`src/rtl/rld_pkg.sv`:
```
package rld_pkg;

  localparam int MAX_RUN = 15;
  localparam int LEN_W   = $clog2(MAX_RUN + 1);
  localparam int CODE_W  = 6;

  typedef enum logic [1:0] {
    K_NONE  = 2'd0,
    K_SPACE = 2'd1,
    K_MARK  = 2'd2,
    K_READ  = 2'd3
  } run_kind_e;

  typedef struct packed {
    logic              vld;
    logic [CODE_W-1:0] code;
  } code_beat_t;

  // Strategy code of a finished run given the run that preceded it.
  function automatic logic [CODE_W-1:0] map_code(
    input run_kind_e        kind,
    input logic [LEN_W-1:0] len,
    input run_kind_e        pkind,
    input logic [LEN_W-1:0] plen
  );
    int l;
    int p;
    int r;
    l = int'(len);
    p = int'(plen);
    r = 0;
    case (kind)
      K_SPACE: begin
        case (l)
          1: r = 1;
          2: r = 2;
          3: r = (pkind == K_MARK && p >= 3 && p <= 5) ? p : 6;
          4: r = (pkind == K_MARK && p >= 3 && p <= 5) ? p + 4 : 10;
          5: r = (pkind == K_MARK && p >= 3 && p <= 4) ? p + 8 : 13;
          default: r = l + 8;
        endcase
      end
      K_MARK: begin
        if (l >= 1 && l <= 5) begin
          r = 24 + 6 * (l - 1) + ((pkind == K_SPACE && p >= 1 && p <= 5) ? p - 1 : 5);
        end else begin
          r = l + 48;
        end
      end
      default: r = 0;
    endcase
    return CODE_W'(r);
  endfunction

endpackage

```
`src/rtl/rld_run_meter.sv`:
```
module rld_run_meter
  import rld_pkg::*;
(
  input  logic             clk,
  input  logic             rst_n,
  input  logic             bit_i,
  input  logic             level_mode,
  input  logic             force_erase,
  output logic             ev_vld,
  output run_kind_e        ev_kind,
  output logic [LEN_W-1:0] ev_len
);

  localparam int CNT_W = $clog2(MAX_RUN + 2);

  logic             started;
  logic             last_bit;
  logic [CNT_W-1:0] cnt;
  logic             rd_done;
  logic             tog;
  logic             edge_seen;

  assign edge_seen = started && (bit_i != last_bit);

  always_comb begin
    ev_vld  = 1'b0;
    ev_kind = K_NONE;
    ev_len  = '0;
    if (edge_seen) begin
      if (!rd_done) begin
        ev_vld = 1'b1;
        ev_len = cnt[LEN_W-1:0];
        if (force_erase)     ev_kind = K_SPACE;
        else if (level_mode) ev_kind = last_bit ? K_MARK : K_SPACE;
        else                 ev_kind = tog ? K_MARK : K_SPACE;
      end
    end else if (started && cnt == CNT_W'(MAX_RUN)) begin
      ev_vld  = 1'b1;
      ev_kind = K_READ;
    end
  end

  always_ff @(posedge clk or negedge rst_n) begin
    if (!rst_n) begin
      started  <= 1'b0;
      last_bit <= 1'b0;
      cnt      <= '0;
      rd_done  <= 1'b0;
      tog      <= 1'b0;
    end else if (!started) begin
      started  <= 1'b1;
      last_bit <= bit_i;
      cnt      <= CNT_W'(1);
    end else if (edge_seen) begin
      last_bit <= bit_i;
      cnt      <= CNT_W'(1);
      rd_done  <= 1'b0;
      tog      <= ~tog;
    end else if (cnt <= CNT_W'(MAX_RUN)) begin
      cnt <= cnt + CNT_W'(1);
      if (cnt == CNT_W'(MAX_RUN)) rd_done <= 1'b1;
    end
  end

  // a finished run always carries a length of at least one period
  a_r1_len_nonzero: assert property (@(posedge clk) disable iff (!rst_n)
    (ev_vld && ev_kind != K_READ) |-> (ev_len != '0));

  // the read code is never issued on two consecutive samples
  a_r2_read_single: assert property (@(posedge clk) disable iff (!rst_n)
    (ev_vld && ev_kind == K_READ) |=> !(ev_vld && ev_kind == K_READ));

endmodule

```
`src/rtl/rld_code_map.sv`:
```
module rld_code_map
  import rld_pkg::*;
(
  input  logic             clk,
  input  logic             rst_n,
  input  logic             ev_vld,
  input  run_kind_e        ev_kind,
  input  logic [LEN_W-1:0] ev_len,
  output code_beat_t       beat
);

  run_kind_e        pkind;
  logic [LEN_W-1:0] plen;

  always_ff @(posedge clk or negedge rst_n) begin
    if (!rst_n) begin
      pkind <= K_NONE;
      plen  <= '0;
    end else if (ev_vld) begin
      pkind <= ev_kind;
      plen  <= ev_len;
    end
  end

  always_comb begin
    beat.vld  = ev_vld;
    beat.code = ev_vld ? map_code(ev_kind, ev_len, pkind, plen) : '0;
  end

  // space runs land in the space band 1..23
  a_r4_space_band: assert property (@(posedge clk) disable iff (!rst_n)
    (ev_vld && ev_kind == K_SPACE) |-> (beat.code >= 1 && beat.code <= 23));

  // mark runs land in the mark band 24..63
  a_r5_mark_band: assert property (@(posedge clk) disable iff (!rst_n)
    (ev_vld && ev_kind == K_MARK) |-> (beat.code >= 24));

endmodule

```
`src/rtl/rld_delay_line.sv`:
```
module rld_delay_line
  import rld_pkg::*;
#(
  parameter int DEPTH = 29
) (
  input  logic       clk,
  input  logic       rst_n,
  input  code_beat_t din,
  output code_beat_t dout
);

  generate
    if (DEPTH == 0) begin : g_wire
      assign dout = din;
    end else begin : g_pipe
      code_beat_t stg [DEPTH];
      for (genvar i = 0; i < DEPTH; i++) begin : g_stage
        if (i == 0) begin : g_head
          always_ff @(posedge clk or negedge rst_n) begin
            if (!rst_n) stg[i] <= '0;
            else        stg[i] <= din;
          end
        end else begin : g_body
          always_ff @(posedge clk or negedge rst_n) begin
            if (!rst_n) stg[i] <= '0;
            else        stg[i] <= stg[i-1];
          end
        end
      end
      assign dout = stg[DEPTH-1];
    end
  endgenerate

endmodule

```
`src/rtl/rll_lookback_decoder.sv`:
```
module rll_lookback_decoder
  import rld_pkg::*;
#(
  parameter int LATENCY = 28
) (
  input  logic              clk,
  input  logic              rst_n,
  input  logic              rlc_bit,
  input  logic              level_mode,
  input  logic              force_erase,
  output logic              code_vld,
  output logic [CODE_W-1:0] code
);

  localparam int PIPE_DEPTH = LATENCY + 1;

  logic             ev_vld;
  run_kind_e        ev_kind;
  logic [LEN_W-1:0] ev_len;
  code_beat_t       map_beat;
  code_beat_t       out_beat;

  rld_run_meter u_meter (
    .clk         (clk),
    .rst_n       (rst_n),
    .bit_i       (rlc_bit),
    .level_mode  (level_mode),
    .force_erase (force_erase),
    .ev_vld      (ev_vld),
    .ev_kind     (ev_kind),
    .ev_len      (ev_len)
  );

  rld_code_map u_map (
    .clk     (clk),
    .rst_n   (rst_n),
    .ev_vld  (ev_vld),
    .ev_kind (ev_kind),
    .ev_len  (ev_len),
    .beat    (map_beat)
  );

  rld_delay_line #(.DEPTH(PIPE_DEPTH)) u_delay (
    .clk   (clk),
    .rst_n (rst_n),
    .din   (map_beat),
    .dout  (out_beat)
  );

  assign code_vld = out_beat.vld;
  assign code     = out_beat.vld ? out_beat.code : '0;

  // with forced erase on, a non-read code entering the pipe is a space code
  a_r8_forced_space: assert property (@(posedge clk) disable iff (!rst_n)
    (force_erase && map_beat.vld && map_beat.code != '0) |-> (map_beat.code <= 23));

  // nothing leaves the pipe in the first cycle after reset release
  a_r10_quiet_after_reset: assert property (@(posedge clk) disable iff (!rst_n)
    $rose(rst_n) |-> !code_vld);

endmodule

```
`config.mk`:
```
export PLATFORM = sky130hd
export DESIGN_NAME = rll_lookback_decoder
export DESIGN_NICKNAME = d
export VERILOG_FILES = /design/src/rtl/rld_pkg.sv /design/src/rtl/rld_run_meter.sv /design/src/rtl/rld_code_map.sv /design/src/rtl/rld_delay_line.sv /design/src/rtl/rll_lookback_decoder.sv
export SDC_FILE = /design/constraint.sdc
export NUM_CORES = 1
export LEC_CHECK = 0
export BUFFER_PORTS_ARGS = -buffer_cell sky130_fd_sc_hd__buf_2
export CORE_ASPECT_RATIO = 2
export CORE_UTILIZATION = 35
export CTS_BUF_LIST = sky130_fd_sc_hd__clkbuf_4
export DETAILED_ROUTE_END_ITERATION = 6
export GPL_TIMING_DRIVEN = 0
export SKIP_CTS_REPAIR_TIMING = 1
export SYNTH_ARGS = -nofsm -noshare
export SYNTH_HDL_FRONTEND = slang
export SYNTH_HIERARCHICAL = 1
export SYNTH_SLANG_ARGS = --single-unit
```
`constraint.sdc`:
```
create_clock -name clk -period 5.52 [get_ports clk]
set_input_delay 1.104 -clock clk [delete_from_list [all_inputs] [get_ports clk]]
set_output_delay 1.104 -clock clk [all_outputs]
set_load 0.05 [all_outputs]
```
==> impl_metrics.ini <==
[status]
status = complete, no violations

[logic_synthesis]
synthCells = 415
synth_edf_count = 0
synth.net_count = 448
ys_async_sr_fraction_pct = 100
synth_flop_cell = dfrtp_1
ys_types = 58
syn_area_sq_mm = 0.00694
synth_area_per_cell_sq_um = 16.7
yosysSeqAreaShare_pct = 78.6
yosysTopAreaCell = dfrtp_1
netlist.area_leader.share_pct = 78.6
ys_ff_latch = 218
synth.area.top_cells = dfrtp_1, ha_1, xnor2_1, a21oi_1, and2_1
yosys_warnings = 6

[detailed_routing]
wirelength_mm = 10.2
drc = 0
drtAntennaViolNets = 0
via_per_inst = 4.31
drt_pass1_iterations = 6
dr_total_vias = 3308
wl_per_cell_microns = 13.3
initialDrtViolationCount = 169

[critical_path]
end_kind = flip-flop
cp-start-kind = input pin
crit_arrival_ps = 5170
cp.required_ps = 5980
path_class = input pin to flip-flop
ff2ff_path_depth = 18
cp_max_fo = 9

[pwr]
vdd_drop_max_mv = 0.167
power_density_mw_per_mm2 = 387
power_leakage_uw = 0.00405

[layout]
instances_no_fill = 767
drive_gt1_share_pct = 22.9
finish.utilization_pct = 40.9
syn2layout_area_growth_pct = 14.1
design_area_sq_mm = 0.00792
final_cell_mix = dfrtp_1, clkbuf_4, ha_1
fin_nets = 509
final_common_cell = dfrtp_1

[sta]
fin_crit_sh_pct = 85.3
grt_setup_unrepaired = false
skew_ps = 17.2
whs_ps = 340
drv_slew = 0
worst_pin_slew_ps = 652
tns_ps = 0
hold_viol_final = 0
maxClockFrequency_mhz = 212
setup_violations = 0
finalCriticalPeriod_ps = 4710
max_slew_margin_pct = 56.5

[placed_design]
finalWeightedCongestion = 0.866
dp.cells = 686
placed_cell_area_sq_mm = 0.00735
portBuffers = 11
hpwl_mm = 6.10

[floorplanning]
fp.dieW_microns = 102
io_pins = 12
start_util_pct = 35.8
fp.coreArea_sq_mm = 0.0194
dieArea_sq_mm = 0.0204
dieHeight_microns = 201
row_count = 72

[hold_path]
min_path_type = flip-flop to flip-flop
min_path_cells = 0

[clock_network]
h-tree-depth = 2
cts_tree = built
clk_latency_ps = 570
cts_num_sinks = 218
cts.clk_slew.worst_paths_ps = 70
cts_root_buf = clkbuf_4
numCtsBuffers = 47
clock_path_buffers = 3

[grt]
antenna_found_initial = 1
use_met1_pct = 12.9
grt_use_met3_pct = 2.67
grt_pass1_wl_mm = 17.7
grt_util_met2_pct = 17.9
grt_pass1_vias = 3716
grt.busiest_layer = met2
overflow = 0
track_usage_pct = 11.0
grt_max_degree = 127

[flow_run]
max_cap_violations = 0
[critical path: stages]
cell,delay [ps]
buf_2,130
xnor2_2,160
nor3b_2,230
and2_1,400
inv_1,170
ha_1,290
xor2_1,180
ha_1,310
ha_1,200
fa_1,490
inv_1,50
ha_1,270
inv_1,40
ha_1,310
a21oi_1,200
xnor2_1,160
xnor2_1,110
xnor2_1,140
a21oi_1,240
[synth_stat cells (3+ instances only)]
master,n
nor4_1,3
nor2_1,12
xor2_1,4
inv_1,15
ha_1,26
nand3_1,3
nor3_1,3
a21oi_1,15
buf_4,8
o32ai_1,3
nand2_1,15
clkbuf_1,3
nor2b_1,4
mux2i_1,3
nand2b_1,3
xnor2_1,9
o21ai_0,9
dfrtp_1,218
and2_1,10
[cell type report]
cell class / instances / area, sq um
Antenna cell: 1 / 2.50
Fill cell: 1779 / 11500
Timing Repair Buffer: 12 / 92.6
Multi-Input combinational cell: 168 / 1330
Sequential cell: 218 / 5460
Inverter: 16 / 60.1
Clock inverter: 11 / 43.8
Clock buffer: 69 / 518
Tap cell: 259 / 324
Buffer: 13 / 87.6
[per-stage QoR]
stage,total power [uW],setup WS (ps)
finish,3070,809
global route,3260,530
CTS,3140,765
detailed placement,1990,128
global placement,1970,170
floorplan,1900,890
[cell families (layout without fill, tap and decap cells)]
family                   Yosys count  count (layout)  share of synthesized area, %
flip-flops                       218             218                          78.6
AND/OR/NAND/NOR                   73              73                          6.29
AO/OA/AOI/OAI                     47              47                          4.98
buffers and inverters             29             121                          2.13
adder cells (fa/ha/maj)           28              28                          5.27
XOR/XNOR                          14              14                          1.88
multiplexers                       5               5                         0.758
other                              1               2                        0.0541
[sequential cells by signal, indices dropped and copies added, names as in the netlist, 2 cells and up]
| name | count |
|---|---|
| u_map/plen | 4 |
| u_map/pkind | 2 |
| u_delay/g_pipe.stg | 196 |
| u_meter/cnt | 5 |
| u_delay/dout | 7 |
[power breakdown]
part	switching [uW]	total, uW	internal, uW
Combinational	164	296	132
Clock	546	1120	571
Sequential	20.0	1650	1630
[layer usage]
metal	up-vias	share of wire, %
li1	1513	-
met1	1693	41
met2	75	52
met3	27	3.8
met4	0	3.4
met5	-	0
[final timing paths]
| path | start | endpoint | slack (ps) |
|---|---|---|---|
| worst max register to register | u_meter/started | u_delay/g_pipe.stg[201] | 1020 |
| min in group asynchronous | rst_n | u_delay/g_pipe.stg[202] | 560 |
| worst max-delay path | rlc_bit | u_delay/g_pipe.stg[201] | 810 |
| worst min-delay path | u_delay/g_pipe.stg[183] | u_delay/g_pipe.stg[176] | 340 |
| worst min register to register | u_delay/g_pipe.stg[183] | u_delay/g_pipe.stg[176] | 340 |
| max in group asynchronous | rst_n | u_delay/dout[3] | 3970 |
Power figures use the tool's default switching activity.
